File: src/rtl/scal_pkg.sv
package scal_pkg;
  typedef enum logic [1:0] {
    PH_FRAME = 2'd0,
    PH_CAL   = 2'd1,
    PH_DIP   = 2'd2
  } phase_e;

  localparam logic [1:0] ST_STARVING  = 2'b00;
  localparam logic [1:0] ST_HUNGRY    = 2'b01;
  localparam logic [1:0] ST_SATISFIED = 2'b10;
  localparam logic [1:0] SYM_FRAME    = 2'b11;
endpackage

File: src/rtl/scal_rate_div.sv
module scal_rate_div #(
  parameter int SLOW_DIV = 4
) (
  input  logic clk,
  input  logic rst_n,
  input  logic slow_mode,
  output logic tick
);
  localparam int CW = (SLOW_DIV > 2) ? $clog2(SLOW_DIV) : 1;

  logic [CW-1:0] cnt_q;

  always_ff @(posedge clk) begin
    if (!rst_n) begin
      cnt_q <= '0;
    end else if (cnt_q == CW'(SLOW_DIV - 1)) begin
      cnt_q <= '0;
    end else begin
      cnt_q <= cnt_q + 1'b1;
    end
  end

  assign tick = slow_mode ? (cnt_q == '0) : 1'b1;
endmodule

File: src/rtl/scal_walker.sv
module scal_walker
  import scal_pkg::*;
#(
  parameter int MAX_CAL = 16,
  parameter int M_W     = 4,
  parameter int LEN_W   = $clog2(MAX_CAL + 1),
  parameter int IDX_W   = $clog2(MAX_CAL)
) (
  input  logic             clk,
  input  logic             rst_n,
  input  logic             tick,
  input  logic [LEN_W-1:0] cal_len,
  input  logic [M_W-1:0]   cal_m,
  output phase_e           phase,
  output logic [IDX_W-1:0] idx
);
  phase_e           phase_q;
  logic [IDX_W-1:0] idx_q;
  logic [LEN_W-1:0] len_q, len_eff;
  logic [M_W-1:0]   m_q, rep_q, m_eff;
  logic             last_entry, last_pass;

  always_comb begin
    len_eff = cal_len;
    if (cal_len == '0) begin
      len_eff = LEN_W'(1);
    end else if (cal_len > LEN_W'(MAX_CAL)) begin
      len_eff = LEN_W'(MAX_CAL);
    end
    m_eff = (cal_m == '0) ? M_W'(1) : cal_m;
  end

  assign last_entry = (LEN_W'(idx_q) == len_q - 1'b1);
  assign last_pass  = (rep_q == m_q - 1'b1);

  always_ff @(posedge clk) begin
    if (!rst_n) begin
      phase_q <= PH_FRAME;
      idx_q   <= '0;
      rep_q   <= '0;
      len_q   <= LEN_W'(1);
      m_q     <= M_W'(1);
    end else if (tick) begin
      case (phase_q)
        PH_FRAME: begin
          len_q   <= len_eff;
          m_q     <= m_eff;
          idx_q   <= '0;
          rep_q   <= '0;
          phase_q <= PH_CAL;
        end
        PH_CAL: begin
          if (last_entry) begin
            idx_q <= '0;
            if (last_pass) begin
              phase_q <= PH_DIP;
            end else begin
              rep_q <= rep_q + 1'b1;
            end
          end else begin
            idx_q <= idx_q + 1'b1;
          end
        end
        default: phase_q <= PH_FRAME;
      endcase
    end
  end

  assign phase = phase_q;
  assign idx   = idx_q;

  AST_IDX_IN_LEN: assert property (@(posedge clk) disable iff (!rst_n)
    (phase_q == PH_CAL) |-> (LEN_W'(idx_q) < len_q));
  AST_FRAME_THEN_CAL: assert property (@(posedge clk) disable iff (!rst_n)
    (tick && phase_q == PH_FRAME) |=> (phase_q == PH_CAL));
  AST_DIP_THEN_FRAME: assert property (@(posedge clk) disable iff (!rst_n)
    (tick && phase_q == PH_DIP) |=> (phase_q == PH_FRAME));
  AST_CFG_HELD: assert property (@(posedge clk) disable iff (!rst_n)
    !$past(tick && phase_q == PH_FRAME) |-> ($stable(len_q) && $stable(m_q)));
  AST_LEN_CLAMPED: assert property (@(posedge clk) disable iff (!rst_n)
    (len_q != '0) && (len_q <= LEN_W'(MAX_CAL)) && (m_q != '0));
endmodule

File: src/rtl/scal_dip.sv
module scal_dip (
  input  logic       clk,
  input  logic       rst_n,
  input  logic       tick,
  input  logic       clr,
  input  logic       accum,
  input  logic [1:0] sym_in,
  output logic [1:0] dip
);
  logic [1:0] acc_q;

  always_ff @(posedge clk) begin
    if (!rst_n) begin
      acc_q <= '0;
    end else if (tick) begin
      if (clr) begin
        acc_q <= '0;
      end else if (accum) begin
        acc_q <= acc_q ^ sym_in;
      end
    end
  end

  assign dip = acc_q;
endmodule

File: src/rtl/status_calendar.sv
module status_calendar
  import scal_pkg::*;
#(
  parameter int NUM_PORTS = 10,
  parameter int MAX_CAL   = 16,
  parameter int M_W       = 4,
  parameter int SLOW_DIV  = 4,
  parameter int PORT_W    = $clog2(NUM_PORTS),
  parameter int LEN_W     = $clog2(MAX_CAL + 1)
) (
  input  logic                      clk,
  input  logic                      rst_n,
  input  logic                      slow_mode,
  input  logic [NUM_PORTS*2-1:0]    port_status,
  input  logic [MAX_CAL*PORT_W-1:0] cal_table,
  input  logic [LEN_W-1:0]          cal_len,
  input  logic [M_W-1:0]            cal_m,
  output logic [1:0]                sym,
  output logic                      sym_valid,
  output logic                      frame_start
);
  localparam int IDX_W = $clog2(MAX_CAL);

  logic              tick;
  phase_e            phase;
  logic [IDX_W-1:0]  idx;
  logic [PORT_W-1:0] entry;
  logic [1:0]        cal_sym, dip, next_sym;
  logic [1:0]        stat_arr [NUM_PORTS];

  scal_rate_div #(.SLOW_DIV(SLOW_DIV)) u_rate (
    .clk(clk), .rst_n(rst_n), .slow_mode(slow_mode), .tick(tick)
  );

  scal_walker #(.MAX_CAL(MAX_CAL), .M_W(M_W), .LEN_W(LEN_W), .IDX_W(IDX_W)) u_walk (
    .clk(clk), .rst_n(rst_n), .tick(tick), .cal_len(cal_len), .cal_m(cal_m),
    .phase(phase), .idx(idx)
  );

  for (genvar p = 0; p < NUM_PORTS; p++) begin : g_stat
    assign stat_arr[p] = port_status[p*2 +: 2];
  end

  assign entry = cal_table[idx*PORT_W +: PORT_W];

  always_comb begin
    cal_sym = ST_SATISFIED;
    for (int p = 0; p < NUM_PORTS; p++) begin
      if (entry == PORT_W'(p)) cal_sym = stat_arr[p];
    end
  end

  scal_dip u_dip (
    .clk(clk), .rst_n(rst_n), .tick(tick),
    .clr(phase == PH_FRAME), .accum(phase == PH_CAL),
    .sym_in(cal_sym), .dip(dip)
  );

  always_comb begin
    case (phase)
      PH_CAL:  next_sym = cal_sym;
      PH_DIP:  next_sym = dip;
      default: next_sym = SYM_FRAME;
    endcase
  end

  always_ff @(posedge clk) begin
    if (!rst_n) begin
      sym         <= SYM_FRAME;
      sym_valid   <= 1'b0;
      frame_start <= 1'b0;
    end else if (tick) begin
      sym         <= next_sym;
      sym_valid   <= 1'b1;
      frame_start <= (phase == PH_FRAME);
    end else begin
      sym_valid   <= 1'b0;
    end
  end

  AST_FRAME_CODE: assert property (@(posedge clk) disable iff (!rst_n)
    frame_start |-> (sym == SYM_FRAME));
  AST_FAST_EVERY_CLK: assert property (@(posedge clk) disable iff (!rst_n)
    (!slow_mode && !$past(slow_mode) && $past(rst_n)) |-> sym_valid);
  AST_SLOW_GAP: assert property (@(posedge clk) disable iff (!rst_n)
    (slow_mode && $past(slow_mode) && $past(slow_mode, 2) && $past(sym_valid)) |-> !sym_valid);
  AST_SYM_HOLD: assert property (@(posedge clk) disable iff (!rst_n)
    !sym_valid |-> $stable(sym));
endmodule

File: config.mk
export PLATFORM = sky130hd
export DESIGN_NAME = status_calendar
export DESIGN_NICKNAME = d
export VERILOG_FILES = /design/src/rtl/scal_pkg.sv /design/src/rtl/scal_rate_div.sv /design/src/rtl/scal_walker.sv /design/src/rtl/scal_dip.sv /design/src/rtl/status_calendar.sv
export SDC_FILE = /design/constraint.sdc
export NUM_CORES = 1
export LEC_CHECK = 0
export BUFFER_PORTS_ARGS = -buffer_cell sky130_fd_sc_hd__buf_2
export CORE_MARGIN = 3
export CORE_UTILIZATION = 50
export CTS_BUF_LIST = sky130_fd_sc_hd__clkbuf_8
export CTS_CLUSTER_DIAMETER = 200
export DETAILED_ROUTE_END_ITERATION = 10
export PLACE_DENSITY = 0.81
export SYNTH_ARGS = -nofsm -noshare
export SYNTH_HDL_FRONTEND = slang
export SYNTH_HIERARCHICAL = 1
export SYNTH_SLANG_ARGS = --single-unit
File: constraint.sdc
create_clock -name clk -period 3.7 [get_ports clk]
set_input_delay 0.555 -clock clk [delete_from_list [all_inputs] [get_ports clk]]
set_output_delay 0.555 -clock clk [all_outputs]
set_load 0.02 [all_outputs]
==> results of run 1 <==
[tightest hold or removal path, stage by stage (launching register included)]
cell and delay, ps:
dfxtp_1 320, nand2_1 50, a21oi_1 50
[routing by layer]
layer  wire length (µm)  global-route usage  vias to the layer above  part of all wire
met2               3125              0.4056                       96              0.50
met3                444             0.03562                       12             0.071
li1                   -                   -                     1202                 -
met5                  0                   0                        -                 0
met4                 79             0.05631                        0             0.013
met1               2597              0.2823                     1108              0.42
[registers in the layout, indices dropped and copies added (netlist names)]
signal and flops:
u_walk/len_q 5, u_walk/idx 4, u_walk/m_q 4, u_walk/rep_q 4, sym 2, u_dip/dip 2
u_rate/cnt_q 2, u_walk/phase 2, frame_start 1, sym_valid 1
[through the flow]
stage	instances	cell area [µm²]	setup slack, ps
floorplan	269	2411	1053
global placement	413	2913	680.3
detailed placement	413	2913	533.8
CTS	417	2959	528.9
global route	417	2959	203.2
finish	417	2959	500.8
[power groups by stage]
| stage | sequential [mW] | combinational, mW | clock (mW) |
|---|---|---|---|
| floorplan | 0.351 | 0.280 | 0 |
| global placement | 0.358 | 0.367 | 0 |
| detailed placement | 0.360 | 0.375 | 0 |
| CTS | 0.353 | 0.378 | 0.171 |
| global route | 0.359 | 0.423 | 0.181 |
| finish | 0.353 | 0.378 | 0.164 |
[cell usage in the layout, fill, tap and decap left out, drive strengths merged, types with 4 or more instances in the layout]
cell type	netlist	routed
nor2	11	11
nand3	11	11
nand3b	4	4
o211ai	4	4
mux2i	20	20
nand2	29	29
o31ai	4	4
xnor2	8	8
buf	6	103
nand4	4	4
a21oi	21	21
nand2b	7	7
mux4	10	10
nor2b	5	5
dfxtp	27	27
and3	6	6
nor3	4	4
o21ai	9	9
and2	5	5
inv	14	14
ha	9	9
[layout make-up]
cell class,count,area (µm²)
clock buffers,3,41.29
clock inverters,1,5.005
fillers,392,1545
inverters,14,52.55
multi-input cells,217,1729
flip-flops and latches,27,540.5
well taps,52,65.06
repair buffers,103,525.5
[worst paths after layout]
kind	startpoint	end	slack (ps)	cells after the start
worst min-delay path	u_walk/m_q[3]$_SDFFE_PN0P_	u_walk/m_q[3]$_SDFFE_PN0P_	470	2
worst max-delay path	u_walk/idx[0]$_SDFFE_PN0P_	u_dip/dip[0]$_SDFFE_PN0P_	500	10
worst min register to register	u_walk/m_q[3]$_SDFFE_PN0P_	u_walk/m_q[3]$_SDFFE_PN0P_	470	2
worst max register to register	u_walk/idx[0]$_SDFFE_PN0P_	u_dip/dip[0]$_SDFFE_PN0P_	500	10
[cells by family after synthesis]
family | count (synthesis)
AOI/OAI and AO/OA | 67
xor gates and xnor gates | 11
adders and majority gates | 9
buffers and inverters | 25
DFF | 27
muxes | 33
and+or+nand+nor | 97
==> results.json, run 1 <==
{
  "cts-root-buf": "clkbuf_8",
  "grt_pass1_wl_um": 10170,
  "arrival_ps": 3410,
  "grt-ovfl-total": 0,
  "final_util": 0.6569,
  "first_pass_iters": 4,
  "yosys_register_bits": 27,
  "cts.repair.resized": 0,
  "routabilityCongestion": 0.8713,
  "antenna_found_initial": 0,
  "grt_pass1_vias": 2298,
  "p_clk_frac": 0.183,
  "synth_edf_count": 0,
  "synth.avg_cell_area_um2": 8.963,
  "nets": 471,
  "worstPathCellList": "buf_4 > mux2i_1 > a221oi_1 > o21ai_0 > nand2_1 > a2111oi_2 > o21bai_1 > nand2_1 > or4_1 > a21boi_1",
  "finalClockSkew_ps": 10.70,
  "crit_path_start_kind": "flop",
  "rsz0062_at_grt": "false",
  "cp_slowest_cell": "dfxtp_1",
  "chipWidth_um": 75.44,
  "ys_seq_area_frac": 0.2242,
  "finalHoldViolCount": 0,
  "grt_max_degree": 16,
  "synth_cells": 269,
  "clkLatencyLatePin_ps": 270,
  "synth_top_family_by_area": "simple AND/OR/NAND/NOR gates",
  "p_comb_frac": 0.423,
  "synth-compound-area-share": 0.2122,
  "synth_ff_type": "dfxtp_1",
  "hp-class": "reg2reg",
  "synth-xor-area-share": 0.03996,
  "seqPwrFrac": 0.394,
  "status": "completed",
  "track_usage": 0.2261,
  "drt_iter0_drc": 172,
  "path_buf_inv": 1,
  "syn_nets": 374,
  "fin_tns_setup_ps": 0,
  "clk_pin_slew_ps": 90,
  "finalPower_uw": 894.8,
  "ir_drop_mv": 0.2297,
  "layout-drive-gt1-share": 0.3671,
  "synthArstFlopShare": 0,
  "ys_warn_count": 6,
  "area_growth_syn_to_layout_pct": 22.73,
  "tritoncts": "yes",
  "powerDensity_nw_per_um2": 302.4,
  "hold_buffers": 0,
  "synth_fa_ha_area_frac": 0.04670,
  "netlist_top_cells_area": "dfxtp_1 (22%), mux2i_1 (8.3%), mux4_2 (6.5%), ha_1 (4.7%), nand2_1 (4.2%)",
  "relSlewSlack": 0.5524,
  "routed_wirelength_um": 6247,
  "num_io_pins": 100,
  "die_h_um": 75.44,
  "cp-end-kind": "flop",
  "hold_slack_ps": 471.3,
  "num_vias": 2418,
  "crit_top_cell": "nand2_1",
  "dpl.hpwl_um": 5056,
  "syn_area_um2": 2411,
  "crit_family": "compound AO/OA/AOI/OAI gates",
  "drc_errors": 0,
  "initial_core_util": 0.5353,
  "die_area_um2": 5691,
  "worstPathMaxFanout": 12,
  "synth_top_area_share": 0.2242,
  "finalCritPeriodShare": 0.8646,
  "leakage_nw": 1.270,
  "min_period_ps": 3199,
  "switching_power_uw": 322.3,
  "postCtsSetupRepairBufs": 0,
  "crit_type": "reg2reg",
  "cts_sinks": 27,
  "cts_buffer_depth": 2,
  "max-cap-violations": 0,
  "num_antenna_cells": 0,
  "port-buffer-count": 99,
  "worst_pin_slew_ps": 670.5,
  "netlist_top_cells_count": "dfxtp_1 (27), nand2_1 (27), a21oi_1 (20), mux2i_1 (20), inv_1 (13)",
  "cts_buffers": 3,
  "max_freq_ghz": 0.3126,
  "core_area_um2": 4504,
  "viasPerCell": 5.799,
  "synth-simple-area-share": 0.2200,
  "ys_types": 65,
  "crit_required_ps": 3910,
  "wl_per_cell_um": 14.98,
  "ant_nets": 0,
  "setup_viol": 0,
  "num_rows": 24,
  "sw_frac_of_total": 0.3602,
  "intPower_uw": 572.5,
  "finalMaxSlewViolations": 0,
  "htree_levels": 1,
  "yosysTopAreaCell": "dfxtp_1",
  "max_stage_delay_ps": 760,
  "synthMuxAreaShare": 0.1982
}
(Power assumes the default switching activity.)
==> run 2, diff against run 1 <==
--- a/config.mk
+++ b/config.mk
@@ -12,6 +12,7 @@
 export CTS_CLUSTER_DIAMETER = 200
 export DETAILED_ROUTE_END_ITERATION = 10
 export PLACE_DENSITY = 0.81
+export REMOVE_ABC_BUFFERS = 1
 export SYNTH_ARGS = -nofsm -noshare
 export SYNTH_HDL_FRONTEND = slang
 export SYNTH_HIERARCHICAL = 1
==> run 2 against run 1 <==
Compared with the run above: flip-flop and latch count did not move; critical path type unchanged; worst setup slack got worse by 2.2 ps; clock power barely moved; total power rose by 0.57%; clock skew fell by 7.4 ps; sequential power barely moved; sequential share of layout area barely moved; combinational power rose by 1%; critical path depth did not move; routed wire length rose by 1.9%; non-clock buffer count fell by 1; register-to-register slack barely moved; highest routed layer unchanged.
==> results.json, run 2 (synthesis results as in run 1) <==
{
  "layout-drive-gt1-share": 0.3654,
  "largest_register": "u_walk/len_q",
  "grt_pass1_vias": 2409,
  "finalHoldViolCount": 0,
  "crit_family": "compound AO/OA/AOI/OAI gates",
  "initial_core_util": 0.5353,
  "cts_buffer_depth": 2,
  "path_buf_inv": 1,
  "final_cell_area_um2": 2952,
  "finalClockSkew_ps": 3.295,
  "die_h_um": 75.44,
  "htree_levels": 1,
  "cts-root-buf": "clkbuf_8",
  "track_usage": 0.2296,
  "met1_usage": 0.2667,
  "worstPathMaxFanout": 13,
  "worstPathCellList": "buf_4 > mux2i_1 > a221oi_1 > o21ai_0 > nand2_1 > a2111oi_2 > o21bai_1 > nand2_1 > or4_1 > a21boi_1",
  "grt_max_degree": 21,
  "relSlewSlack": 0.4981,
  "r2r_slack_ps": 500,
  "crit_type": "reg2reg",
  "num_rows": 24,
  "drc_errors": 0,
  "rr_worst_depth": 10,
  "tritoncts": "yes",
  "fin_ws_ps": 498.7,
  "grt_use_met2": 0.4401,
  "max_freq_ghz": 0.3124,
  "cp_slowest_cell": "dfxtp_1",
  "status": "completed",
  "num_io_pins": 100,
  "die_area_um2": 5691,
  "clk_pin_slew_ps": 90,
  "mostFrequentLayoutCells": "buf_2 (99), nand2_1 (27), dfxtp_1 (27)",
  "final_common_cell": "buf_2",
  "core_area_um2": 4504,
  "clkLatencyLatePin_ps": 270,
  "powerDensity_nw_per_um2": 304.9,
  "finalCritPeriodShare": 0.8652,
  "place_area_um2": 2905,
  "finalMaxSlewViolations": 0,
  "postCtsSetupRepairBufs": 0,
  "min_period_ps": 3201,
  "cts_buffers": 3,
  "grtUsageMet3": 0.03166,
  "ant_nets": 0,
  "wl_per_cell_um": 15.31,
  "arrival_ps": 3410,
  "grt-ovfl-total": 0,
  "cts.repair.resized": 0,
  "max_stage_delay_ps": 740,
  "drt_iter0_drc": 94,
  "routed_wirelength_um": 6367,
  "dpl.hpwl_um": 5104,
  "largest_register_ffs": 5,
  "area_growth_syn_to_layout_pct": 22.42,
  "port-buffer-count": 99,
  "chipWidth_um": 75.44,
  "cts_sinks": 27,
  "worst_pin_slew_ps": 751.9,
  "fin_tns_setup_ps": 0,
  "cp-end-kind": "flop",
  "hold_buffers": 0,
  "first_pass_iters": 4,
  "max-cap-violations": 0,
  "num_vias": 2428,
  "hold_slack_ps": 469.9,
  "pre_cts_slack_ps": 544.6,
  "antenna_found_initial": 0,
  "leakage_nw": 1.264,
  "num_antenna_cells": 0,
  "top_usage_layer": "met2",
  "crit_top_cell": "nand2_1",
  "crit_required_ps": 3910,
  "setup_viol": 0,
  "worstHoldPathCells": 1,
  "viasPerCell": 5.837,
  "hp-class": "reg2reg",
  "crit_path_start_kind": "flop",
  "rsz0062_at_grt": "false",
  "routabilityCongestion": 0.8515,
  "path_depth": 10,
  "finalPower_uw": 899.9,
  "grt_pass1_wl_um": 10320,
  "nets": 470,
  "ir_drop_mv": 0.2842
}
-- run 2: changes by cell type in the layout (fill, tap and decap cells not counted) --
cell,previous run,this run
buf_4,4,3
-- run 2: area by class of cell --
cell class / instances / area, µm²
Clock buffer: 3 / 41.29
Clock inverter: 1 / 5.005
Fill cell: 398 / 1553
Inverter: 14 / 52.55
Multi-Input combinational cell: 217 / 1729
Sequential cell: 27 / 540.5
Tap cell: 52 / 65.06
Timing Repair Buffer: 102 / 518.0
-- run 2: final timing paths --
path / from / end
min reg2reg: u_rate/cnt_q[0]$_SDFF_PP0_ / u_rate/cnt_q[0]$_SDFF_PP0_
max reg2reg: u_walk/idx[0]$_SDFFE_PN0P_ / u_dip/dip[0]$_SDFFE_PN0P_
max: u_walk/idx[0]$_SDFFE_PN0P_ / u_dip/dip[0]$_SDFFE_PN0P_
min: u_rate/cnt_q[0]$_SDFF_PP0_ / u_rate/cnt_q[0]$_SDFF_PP0_
-- run 2: through the flow --
step	std cells	util
6_report	416	0.6553
5_1_grt	416	0.6553
4_1_cts	416	0.6553
3_5_place_dp	412	0.6450
3_3_place_gp	412	0.6450
2_1_floorplan	258	-
-- run 2: metal layers --
metal / share of wire / up-vias / routed length (µm)
li1: - / 1201 / -
met1: 0.41 / 1136 / 2582
met2: 0.51 / 81 / 3276
met3: 0.064 / 10 / 410
met4: 0.015 / 0 / 97
met5: 0 / - / 0
-- run 2: report_power, final --
part | switching, mW | internal (mW) | total (mW)
Combinational | 0.202 | 0.180 | 0.382
Clock | 0.0919 | 0.0755 | 0.167
Sequential | 0.0333 | 0.317 | 0.351
Total | 0.327 | 0.573 | 0.900
==> run 3, diff against run 2 <==
--- a/config.mk
+++ b/config.mk
@@ -7,11 +7,11 @@
 export LEC_CHECK = 0
 export BUFFER_PORTS_ARGS = -buffer_cell sky130_fd_sc_hd__buf_2
 export CORE_MARGIN = 3
-export CORE_UTILIZATION = 50
-export CTS_BUF_LIST = sky130_fd_sc_hd__clkbuf_8
+export CORE_UTILIZATION = 49
+export CTS_BUF_LIST = sky130_fd_sc_hd__clkbuf_16
 export CTS_CLUSTER_DIAMETER = 200
 export DETAILED_ROUTE_END_ITERATION = 10
-export PLACE_DENSITY = 0.81
+export PLACE_DENSITY = 0.79
 export REMOVE_ABC_BUFFERS = 1
 export SYNTH_ARGS = -nofsm -noshare
 export SYNTH_HDL_FRONTEND = slang
==> run 3 against run 2 <==
Compared with the run above: die area increased by 1.9%; utilization up 0.21 points; fmax is 3.5% higher; critical path type unchanged; critical path depth up 1; non-clock buffer count unchanged; sequential power is essentially flat; critical endpoint is now u_dip/dip[1]$_SDFFE_PN0P_; hold slack lost 9.9 ps; worst setup slack gained 110 ps; final cell count grew 3.1%.
==> results.json, run 3 (synthesis results as in run 1) <==
{
  "path_depth": 11,
  "layout-drive-gt1-share": 0.3626,
  "grt_pass1_vias": 2296,
  "ant_nets": 0,
  "routabilityCongestion": 0.8874,
  "die_h_um": 76.15,
  "rsz0062_at_grt": "false",
  "num_vias": 2392,
  "viasPerCell": 5.576,
  "hp-class": "reg2reg",
  "core_area_um2": 4564,
  "status": "completed",
  "mostFrequentLayoutCells": "buf_2 (99), nand2_1 (27), dfxtp_1 (27)",
  "grt_max_degree": 21,
  "fillers": 401,
  "grt_pass1_wl_um": 10450,
  "max-cap-violations": 0,
  "arrival_ps": 3290,
  "tritoncts": "yes",
  "cp-end-kind": "flop",
  "track_usage": 0.2105,
  "port-buffer-count": 99,
  "area_growth_syn_to_layout_pct": 24.44,
  "seqCellArea_um2": 540.5,
  "powerDensity_nw_per_um2": 322.7,
  "wl_per_cell_um": 14.48,
  "final_common_cell": "buf_2",
  "num_antenna_cells": 0,
  "max_stage_delay_ps": 740,
  "path_buf_inv": 2,
  "dpl.hpwl_um": 5049,
  "worst_pin_slew_ps": 790.8,
  "drt_iter0_drc": 89,
  "cts_buffer_depth": 2,
  "min_period_ps": 3094,
  "hold_buffers": 0,
  "initial_core_util": 0.5282,
  "routed_wirelength_um": 6214,
  "cts_buffers": 3,
  "relSlewSlack": 0.4721,
  "rr_worst_depth": 11,
  "largest_register": "u_walk/len_q",
  "finalCritPeriodShare": 0.8361,
  "cp_slowest_cell": "dfxtp_1",
  "worstPathCellList": "buf_4 > mux2i_1 > mux4_2 > mux2_4 > inv_2 > o32a_1 > o32ai_2 > nor2_1 > nand2_1 > or4_1 > a21boi_1",
  "clkLatencyLatePin_ps": 260,
  "htree_levels": 1,
  "cts-root-buf": "clkbuf_16",
  "leakage_nw": 1.281,
  "finalMaxSlewViolations": 0,
  "nets": 470,
  "drc_errors": 0,
  "postCtsSetupRepairBufs": 0,
  "crit_family": "multiplexers",
  "worstHoldPathCells": 1,
  "crit_required_ps": 3890,
  "die_area_um2": 5798,
  "finalHoldViolCount": 0,
  "antenna_found_initial": 0,
  "grt-ovfl-total": 0,
  "finalClockSkew_ps": 2.671,
  "multi_input_area_um2": 1729,
  "finalPower_uw": 968.3,
  "worstPathMaxFanout": 17,
  "chipWidth_um": 76.15,
  "largest_register_ffs": 5,
  "crit_path_start_kind": "flop",
  "setup_viol": 0,
  "num_io_pins": 100,
  "fin_tns_setup_ps": 0,
  "crit_type": "reg2reg",
  "max_freq_ghz": 0.3233,
  "first_pass_iters": 4,
  "clk_pin_slew_ps": 60,
  "ir_drop_mv": 0.2766,
  "num_rows": 24,
  "cts.repair.resized": 0,
  "cts_sinks": 27
}
==> run 3: path summary, 6_finish.rpt <==
check	from	to	slack, ps
setup / recovery	u_walk/idx[1]$_SDFFE_PN0P_	u_dip/dip[1]$_SDFFE_PN0P_	610
hold / removal	u_rate/cnt_q[0]$_SDFF_PP0_	u_rate/cnt_q[0]$_SDFF_PP0_	460
setup reg to reg	u_walk/idx[1]$_SDFFE_PN0P_	u_dip/dip[1]$_SDFFE_PN0P_	610
hold reg to reg	u_rate/cnt_q[0]$_SDFF_PP0_	u_rate/cnt_q[0]$_SDFF_PP0_	460
==> run 3: layer usage <==
layer / routed length [µm] / part of all wire / GRT usage / up-vias
met5: 0 / 0 / 0 / -
met4: 44 / 0.0071 / 0.03080 / 0
met3: 298 / 0.048 / 0.03073 / 6
met2: 3103 / 0.50 / 0.3723 / 75
met1: 2767 / 0.45 / 0.2779 / 1111
li1: - / - / - / 1200
==> run 3: area by class of cell <==
type,count,share of cell area
Clock buffer,3,0.02502
Tap cell,65,0.02711
Clock inverter,1,0.001251
Inverter,14,0.01751
Multi-Input combinational cell,217,0.5763
Timing Repair Buffer,102,0.1726
Sequential cell,27,0.1801
==> run 3: metrics by stage <==
step / hold WS [ps] / instance area, µm² / instances / utilization / setup WS, ps
global placement: 453.0 / 2922 / 425 / 0.6401 / 687.7
detailed placement: 456.5 / 2922 / 425 / 0.6401 / 628.4
global route: 480.9 / 3000 / 429 / 0.6573 / 323.3
floorplan: 439.2 / 2322 / 258 / - / 635.1
finish: 460.1 / 3000 / 429 / 0.6573 / 606.4
CTS: 465.6 / 3000 / 429 / 0.6573 / 629.7
==> run 3: report_power, final <==
group,internal [mW],switching (mW),total (mW)
combinational,0.180,0.197,0.377
sequential,0.318,0.0339,0.352
clock,0.145,0.0955,0.240
==> run 3: worst reg2reg max path, delay by kind of cell (launching register included) <==
| kind | cells | cell delay [ps] |
|---|---|---|
| muxes | 3 | 870 |
| DFF | 1 | 740 |
| and+or+nand+nor | 3 | 600 |
| AOI/OAI and AO/OA | 3 | 430 |
| buffers and inverters | 2 | 390 |
